File: src/rtl/cmt_pkg.sv
package cmt_pkg;

  typedef enum logic [1:0] {
    REG_CTRL  = 2'd0,
    REG_COUNT = 2'd1,
    REG_MATCH = 2'd2,
    REG_NONE  = 2'd3
  } reg_sel_e;

  // Last prescaler count before a tick: divisor 8 << (2*code), minus one.
  function automatic logic [8:0] prescale_last(input logic [1:0] code);
    logic [9:0] div;
    div = 10'd8 << (2 * code);
    return 9'(div - 10'd1);
  endfunction

  // Register selected by an offset inside a channel's 16-byte window.
  function automatic reg_sel_e decode_reg(input logic [3:0] off, input logic wide);
    logic [2:0] idx;
    logic       aligned;
    if (wide) begin
      aligned = (off[1:0] == 2'b00);
      idx     = {1'b0, off[3:2]};
    end else begin
      aligned = (off[0] == 1'b0);
      idx     = off[3:1];
    end
    if (!aligned || idx > 3'd2) return REG_NONE;
    return reg_sel_e'(idx[1:0]);
  endfunction

endpackage

File: src/rtl/cmt_prescaler.sv
module cmt_prescaler (
  input  logic       clk,
  input  logic       rst_n,
  input  logic       run,
  input  logic [1:0] code,
  output logic       tick
);
  import cmt_pkg::*;

  logic [8:0] pre_q;
  logic [8:0] last;

  assign last = prescale_last(code);
  assign tick = run && (pre_q == last);

  always_ff @(posedge clk or negedge rst_n) begin
    if (!rst_n)      pre_q <= '0;
    else if (!run)   pre_q <= '0;
    else if (tick)   pre_q <= '0;
    else             pre_q <= pre_q + 9'd1;
  end


  tick_gap_chk: assert property (@(posedge clk) disable iff (!rst_n)
    tick |=> !tick);

endmodule

File: src/rtl/cmt_start_reg.sv
module cmt_start_reg #(
  parameter int NUM_CH = 2
) (
  input  logic              clk,
  input  logic              rst_n,
  input  logic              wr,
  input  logic [NUM_CH-1:0] wdata,
  output logic [NUM_CH-1:0] run
);
  logic [NUM_CH-1:0] run_q;

  always_ff @(posedge clk or negedge rst_n) begin
    if (!rst_n)   run_q <= '0;
    else if (wr)  run_q <= wdata;
  end

  assign run = run_q;


  run_hold_chk: assert property (@(posedge clk) disable iff (!rst_n)
    !wr |=> $stable(run_q));

endmodule

File: src/rtl/cmt_channel.sv
module cmt_channel #(
  parameter bit WIDE  = 1'b1,
  parameter int CNT_W = 32
) (
  input  logic             clk,
  input  logic             rst_n,
  input  logic             run,
  input  logic             wr_ctrl,
  input  logic             wr_count,
  input  logic             wr_match,
  input  logic [CNT_W-1:0] wdata,
  output logic [15:0]      ctrl_rd,
  output logic [CNT_W-1:0] count_rd,
  output logic [CNT_W-1:0] match_rd,
  output logic             irq
);
  localparam int FLAG_BIT = WIDE ? 15 : 7;
  localparam int IE_BIT   = WIDE ? 5 : 6;
  localparam int WRAP_BIT = 14;

  logic [15:0]      ctrl_q;
  logic [CNT_W-1:0] cnt_q;
  logic [CNT_W-1:0] cmp_q;
  logic             match_flag_q;
  logic             wrap_flag_q;
  logic             tick;
  logic             match_evt;
  logic             wrap_evt;

  cmt_prescaler u_pre (
    .clk   (clk),
    .rst_n (rst_n),
    .run   (run),
    .code  (ctrl_q[1:0]),
    .tick  (tick)
  );

  assign match_evt = tick && (cnt_q == cmp_q);
  assign wrap_evt  = tick && !match_evt && (cnt_q == '1);

  always_ff @(posedge clk or negedge rst_n) begin
    if (!rst_n)        ctrl_q <= '0;
    else if (wr_ctrl)  ctrl_q <= wdata[15:0];
  end

  always_ff @(posedge clk or negedge rst_n) begin
    if (!rst_n)          cnt_q <= '0;
    else if (wr_count)   cnt_q <= wdata;
    else if (match_evt)  cnt_q <= '0;
    else if (tick)       cnt_q <= cnt_q + 1'b1;
  end

  always_ff @(posedge clk or negedge rst_n) begin
    if (!rst_n)        cmp_q <= '1;
    else if (wr_match) cmp_q <= wdata;
  end

  always_ff @(posedge clk or negedge rst_n) begin
    if (!rst_n)                             match_flag_q <= 1'b0;
    else if (match_evt)                     match_flag_q <= 1'b1;
    else if (wr_ctrl && !wdata[FLAG_BIT])   match_flag_q <= 1'b0;
  end

  generate
    if (WIDE) begin : g_wrap
      always_ff @(posedge clk or negedge rst_n) begin
        if (!rst_n)                             wrap_flag_q <= 1'b0;
        else if (wrap_evt)                      wrap_flag_q <= 1'b1;
        else if (wr_ctrl && !wdata[WRAP_BIT])   wrap_flag_q <= 1'b0;
      end
    end else begin : g_nowrap
      assign wrap_flag_q = 1'b0;
    end
  endgenerate

  always_comb begin
    ctrl_rd           = ctrl_q;
    ctrl_rd[FLAG_BIT] = match_flag_q;
    if (WIDE) ctrl_rd[WRAP_BIT] = wrap_flag_q;
  end

  assign count_rd = cnt_q;
  assign match_rd = cmp_q;
  assign irq      = match_flag_q & ctrl_q[IE_BIT];


  match_restart_chk: assert property (@(posedge clk) disable iff (!rst_n)
    match_evt && !wr_count |=> cnt_q == '0);


  flag_hold_chk: assert property (@(posedge clk) disable iff (!rst_n)
    match_flag_q && !(wr_ctrl && !wdata[FLAG_BIT]) |=> match_flag_q);


  stopped_hold_chk: assert property (@(posedge clk) disable iff (!rst_n)
    !run && !wr_count |=> $stable(cnt_q));


  irq_drop_chk: assert property (@(posedge clk) disable iff (!rst_n)
    wr_ctrl && !wdata[IE_BIT] |=> !irq);

endmodule

File: src/rtl/cmt_timer_group.sv
module cmt_timer_group #(
  parameter bit WIDE   = 1'b1,
  parameter int NUM_CH = 2,
  parameter int ADDR_W = 8
) (
  input  logic              clk,
  input  logic              rst_n,
  input  logic              bus_sel,
  input  logic              bus_we,
  input  logic [ADDR_W-1:0] bus_addr,
  input  logic [31:0]       bus_wdata,
  output logic [31:0]       bus_rdata,
  output logic [NUM_CH-1:0] irq
);
  import cmt_pkg::*;

  localparam int CNT_W = WIDE ? 32 : 16;

  logic              wr;
  logic              start_hit;
  logic [NUM_CH-1:0] run;
  logic [NUM_CH-1:0] ch_hit;
  reg_sel_e          ch_reg   [NUM_CH];
  logic [15:0]       ctrl_rd  [NUM_CH];
  logic [CNT_W-1:0]  count_rd [NUM_CH];
  logic [CNT_W-1:0]  match_rd [NUM_CH];

  assign wr        = bus_sel & bus_we;
  assign start_hit = (bus_addr == '0);

  cmt_start_reg #(.NUM_CH(NUM_CH)) u_start (
    .clk   (clk),
    .rst_n (rst_n),
    .wr    (wr && start_hit),
    .wdata (bus_wdata[NUM_CH-1:0]),
    .run   (run)
  );

  generate
    for (genvar c = 0; c < NUM_CH; c++) begin : g_ch
      assign ch_hit[c] = ((bus_addr >> 4) == ADDR_W'(c + 1));
      assign ch_reg[c] = decode_reg(bus_addr[3:0], WIDE);

      cmt_channel #(.WIDE(WIDE), .CNT_W(CNT_W)) u_ch (
        .clk      (clk),
        .rst_n    (rst_n),
        .run      (run[c]),
        .wr_ctrl  (wr && ch_hit[c] && ch_reg[c] == REG_CTRL),
        .wr_count (wr && ch_hit[c] && ch_reg[c] == REG_COUNT),
        .wr_match (wr && ch_hit[c] && ch_reg[c] == REG_MATCH),
        .wdata    (bus_wdata[CNT_W-1:0]),
        .ctrl_rd  (ctrl_rd[c]),
        .count_rd (count_rd[c]),
        .match_rd (match_rd[c]),
        .irq      (irq[c])
      );
    end
  endgenerate

  always_comb begin
    bus_rdata = '0;
    if (start_hit) bus_rdata = 32'(run);
    for (int c = 0; c < NUM_CH; c++) begin
      if (ch_hit[c]) begin
        case (ch_reg[c])
          REG_CTRL:  bus_rdata = 32'(ctrl_rd[c]);
          REG_COUNT: bus_rdata = 32'(count_rd[c]);
          REG_MATCH: bus_rdata = 32'(match_rd[c]);
          default:   bus_rdata = '0;
        endcase
      end
    end
  end

endmodule

File: config.mk
export PLATFORM = sky130hd
export DESIGN_NAME = cmt_timer_group
export DESIGN_NICKNAME = d
export VERILOG_FILES = /design/src/rtl/cmt_pkg.sv /design/src/rtl/cmt_prescaler.sv /design/src/rtl/cmt_start_reg.sv /design/src/rtl/cmt_channel.sv /design/src/rtl/cmt_timer_group.sv
export SDC_FILE = /design/constraint.sdc
export NUM_CORES = 1
export LEC_CHECK = 0
export CAP_MARGIN = 20
export CORE_MARGIN = 4
export CORE_UTILIZATION = 28
export DETAILED_ROUTE_END_ITERATION = 8
export DONT_BUFFER_PORTS = 1
export GPL_ROUTABILITY_DRIVEN = 1
export PLACE_DENSITY = 0.48
export SYNTH_ARGS = -nofsm -noshare
export SYNTH_HDL_FRONTEND = slang
export SYNTH_HIERARCHICAL = 1
export SYNTH_SLANG_ARGS = --single-unit
File: constraint.sdc
create_clock -name clk -period 4.77 [get_ports clk]
set_input_delay 0.2385 -clock clk [delete_from_list [all_inputs] [get_ports clk]]
set_output_delay 0.2385 -clock clk [all_outputs]
set_load 0.02 [all_outputs]
==> flow_metrics.tcl <==
set metrics [dict create \
    fmax_mhz 306.0 \
    core_sq_mm 0.03973 \
    start_util 0.2827 \
    areaGrowthSynthToFinish_pct 12.59 \
    yosysSeqAreaShare 0.4082 \
    avgSynthCellArea_sq_um 9.682 \
    met1_length_um 17320 \
    hold_path_class "in2reg" \
    gr-total-overflow 0 \
    top_layer_used "met4" \
    switching_share 0.2490 \
    internal_power_mw 2.605 \
    ys_warn_count 6 \
    placed_area_sq_mm 0.01163 \
    syn_nets 1210 \
    ff2ff_path_depth 11 \
    grt_pass1_wl_um 59600 \
    final-max-slew-violation-count 0 \
    endpoint_kind "flip-flop" \
    grt_pass1_vias 9060 \
    post_cts_resized 0 \
    ys_async_sr_fraction 1.000 \
    place.gp.congestion 0.8643 \
    synth_cell_types 73 \
    clock_sinks 180 \
    leakage_nw 4.478 \
    net-switching-power_mw 0.8640 \
    die_w_um 208.3 \
    min_to "g_ch[1].u_ch/count_rd[24]$_DFFE_PN0P_" \
    p_clk_frac 0.458 \
    relSlewSlack 0.2701 \
    syn_area_sq_mm 0.01123 \
    dominantRegCellSynth "dfrtp_1" \
    pwr-share-comb 0.072 \
    r2r-end "g_ch[0].u_ch/count_rd[22]$_DFFE_PN0P_" \
    seq_power_share 0.469 \
    finalHoldViolations 0 \
    nets 1197 \
    p_per_area_mw_per_mm2 274.4 \
    cts_root_buf "clkbuf_16" \
    wl_met3_um 1734 \
    fin_tns_setup_ns 0 \
    port_buffers 0 \
    ctsHoldBuffers 34 \
    cts_tree "yes" \
    final_util 0.3182 \
    die_area_sq_mm 0.04338 \
    setup_viol 0 \
    worstPathArrival_ns 3.63 \
    firstDrtPassIters 5 \
    drtAntennaViolNets 0 \
    clockBufferDepth 2 \
    critPathRequiredTime_ns 5.13 \
    rr_startpoint "g_ch[0].u_ch/ctrl_q[1]$_DFFE_PN0P_" \
    routed_wl_um 39140 \
    tightestPinTransition_ns 1.092 \
    drtIter0Drc 802 \
    clk_latency_ns 0.46 \
    drc_errors 0 \
    critPathKind "reg2reg" \
    drive_gt1_frac 0.2129 \
    fin_area_sq_mm 0.01264 \
    min-delay-start "bus_wdata[24]" \
    rsz0062_at_grt "false" \
    status "finished clean" \
    dp_hpwl_um 26970 \
    die_h_um 208.3 \
    finalCriticalPeriod_ns 3.268 \
    fin_skew_ns 0.01057 \
    postCtsSetupBuffers 0 \
    viasPerCell 5.492 \
    antenna_found_initial 2 \
    synth_seq_cells 180 \
    io_pins 78 \
    post_drt_wl_per_cell_um 23.20 \
    min_path_cells 3 \
    grt_usage 0.1774 \
    vias 9265 \
    synth-edff-count 0 \
    grt_max_degree 181 \
    clk_pin_slew_worst_paths_ns 0.07 \
    drv_cap 0 \
    reg2reg_slack_ns 1.50 \
    period_share 0.6851 \
    cts_max_level 4 \
    worstSetupStartpointType "flip-flop" \
    crit_path_max_fanout 20 \
    ir_drop_mv 0.1769 \
    std_cell_rows 73 \
    synth_cells 1160 \
    route.met2.wl_um 18440 \
    cts-buffers-inserted 17 \
]
## flip-flops by register name, indices dropped and copies added (netlist names)
name / flops
g_ch.u_ch/match_rd: 64
g_ch.u_ch/u_pre/pre_q: 18
g_ch.u_ch/ctrl_q: 28
g_ch.u_ch/count_rd: 64
u_start/run: 2
g_ch.u_ch/match_flag_q: 2
g_ch.u_ch/wrap_flag_q: 2
## synth_stat cells (5+ instances only)
| master | count | area [sq um] |
|---|---|---|
| dfrtp_1 | 116 | 2903 |
| mux2_2 | 96 | 1081 |
| nor2_1 | 96 | 360.4 |
| nand2_1 | 77 | 289.0 |
| xnor2_1 | 77 | 674.4 |
| a21oi_1 | 66 | 330.3 |
| dfstp_2 | 64 | 1682 |
| a22oi_1 | 46 | 345.3 |
| o21ai_0 | 45 | 225.2 |
| nand3_1 | 44 | 220.2 |
| nand4_1 | 36 | 225.2 |
| clkbuf_1 | 35 | 131.4 |
| mux2i_1 | 32 | 320.3 |
| o22ai_1 | 29 | 181.4 |
| buf_2 | 28 | 140.1 |
| nor3_1 | 28 | 140.1 |
| and3_1 | 19 | 118.9 |
| inv_1 | 15 | 56.30 |
| a32o_1 | 12 | 120.1 |
| and2_1 | 12 | 75.07 |
| nor3b_1 | 12 | 90.09 |
| a2bb2oi_1 | 11 | 96.34 |
| a211oi_1 | 8 | 60.06 |
| a31o_2 | 8 | 70.07 |
| a32oi_1 | 8 | 70.07 |
| and4_1 | 7 | 61.31 |
| buf_1 | 7 | 26.28 |
| buf_6 | 7 | 78.83 |
| a31oi_1 | 6 | 37.54 |
| ha_1 | 6 | 75.07 |
| nor4_1 | 6 | 37.54 |
| o21ai_1 | 6 | 30.03 |
| nand2b_1 | 5 | 31.28 |
| nor2b_1 | 5 | 31.28 |
| nor4_4 | 5 | 106.4 |
| o21a_1 | 5 | 37.54 |
## metal layers
metal,up-vias,track usage
met5,-,0
met1,4667,0.2401
met2,273,0.2796
met4,0,0.08426
li1,4263,-
met3,62,0.02593
## layout by cell type (no fill, tap or decap), types with 36 or more instances in the layout
| cell type | n |
|---|---|
| a21oi_1 | 66 |
| a22oi_1 | 46 |
| dfrtp_1 | 116 |
| dfstp_2 | 64 |
| mux2_2 | 96 |
| nand2_1 | 77 |
| nand3_1 | 44 |
| nand4_1 | 36 |
| nor2_1 | 92 |
| o21ai_0 | 45 |
| xnor2_1 | 77 |
## power by group through the flow
stage                     sequential, mW  combinational (mW)  clock (mW)
after floorplan                     1.64               0.136           0
after global placement              1.65               0.160           0
after detailed placement            1.66               0.162           0
after CTS                           1.63               0.252        1.62
after global routing                1.63               0.271        1.68
final                               1.63               0.250        1.59
## logic make-up (layout without fill, tap and decap cells)
group	after synthesis	after routing	synth area share
AO/OA/AOI/OAI	285	285	0.1718
XOR/XNOR	84	84	0.06751
adder cells (fa/ha/maj)	6	6	0.006684
buffers and inverters	99	99	0.04222
flip-flops	180	180	0.4082
multiplexers	130	130	0.1268
other	0	2	0
AND/OR/NAND/NOR	376	376	0.1768
## worst max-delay path, cell delays in order (launching register included)
cell and delay (ns):
dfrtp_1 0.43, or2_2 0.34, ha_1 0.31, xnor2_1 0.13
nor3_1 0.24, o31a_4 0.24, and2_1 0.17, inv_1 0.32
a21oi_2 0.39, buf_4 0.28, a211oi_1 0.10, a221oi_1 0.22
## per-stage QoR
step                hold WS [ns]  instances  worst slack [ns]  total power [mW]
global route              0.1382       1686             1.289             3.583
global placement        -0.04263       1618             1.553             1.814
floorplan               -0.05709       1160             1.965             1.772
detailed placement      -0.04244       1618             1.492             1.817
finish                    0.1052       1687             1.502             3.469
CTS                      0.07070       1684             1.478             3.498
## worst max path at each step
stage	startpoint	end	slack (ns)	cells after the start
2_1_floorplan	g_ch[0].u_ch/ctrl_q[1]$_DFFE_PN0P_	g_ch[0].u_ch/count_rd[16]$_DFFE_PN0P_	1.96	11
3_3_place_gp	g_ch[0].u_ch/ctrl_q[1]$_DFFE_PN0P_	g_ch[0].u_ch/count_rd[22]$_DFFE_PN0P_	1.55	11
3_5_place_dp	g_ch[0].u_ch/ctrl_q[1]$_DFFE_PN0P_	g_ch[0].u_ch/count_rd[22]$_DFFE_PN0P_	1.49	11
4_1_cts	g_ch[0].u_ch/ctrl_q[1]$_DFFE_PN0P_	g_ch[0].u_ch/count_rd[22]$_DFFE_PN0P_	1.48	11
5_1_grt	g_ch[0].u_ch/ctrl_q[1]$_DFFE_PN0P_	g_ch[0].u_ch/count_rd[27]$_DFFE_PN0P_	1.29	11
6_report	g_ch[0].u_ch/ctrl_q[1]$_DFFE_PN0P_	g_ch[0].u_ch/count_rd[22]$_DFFE_PN0P_	1.50	11
## area by class of cell
class,instances,area (sq um)
multi-input cells,881,6213
well taps,525,656.9
clock buffers,19,432.9
inverters,18,67.56
diodes,2,5.005
flip-flops and latches,180,4584
fillers,4100,27090
repair buffers,49,478.0
clock inverters,13,206.4
Power figures use the tool's default switching activity.
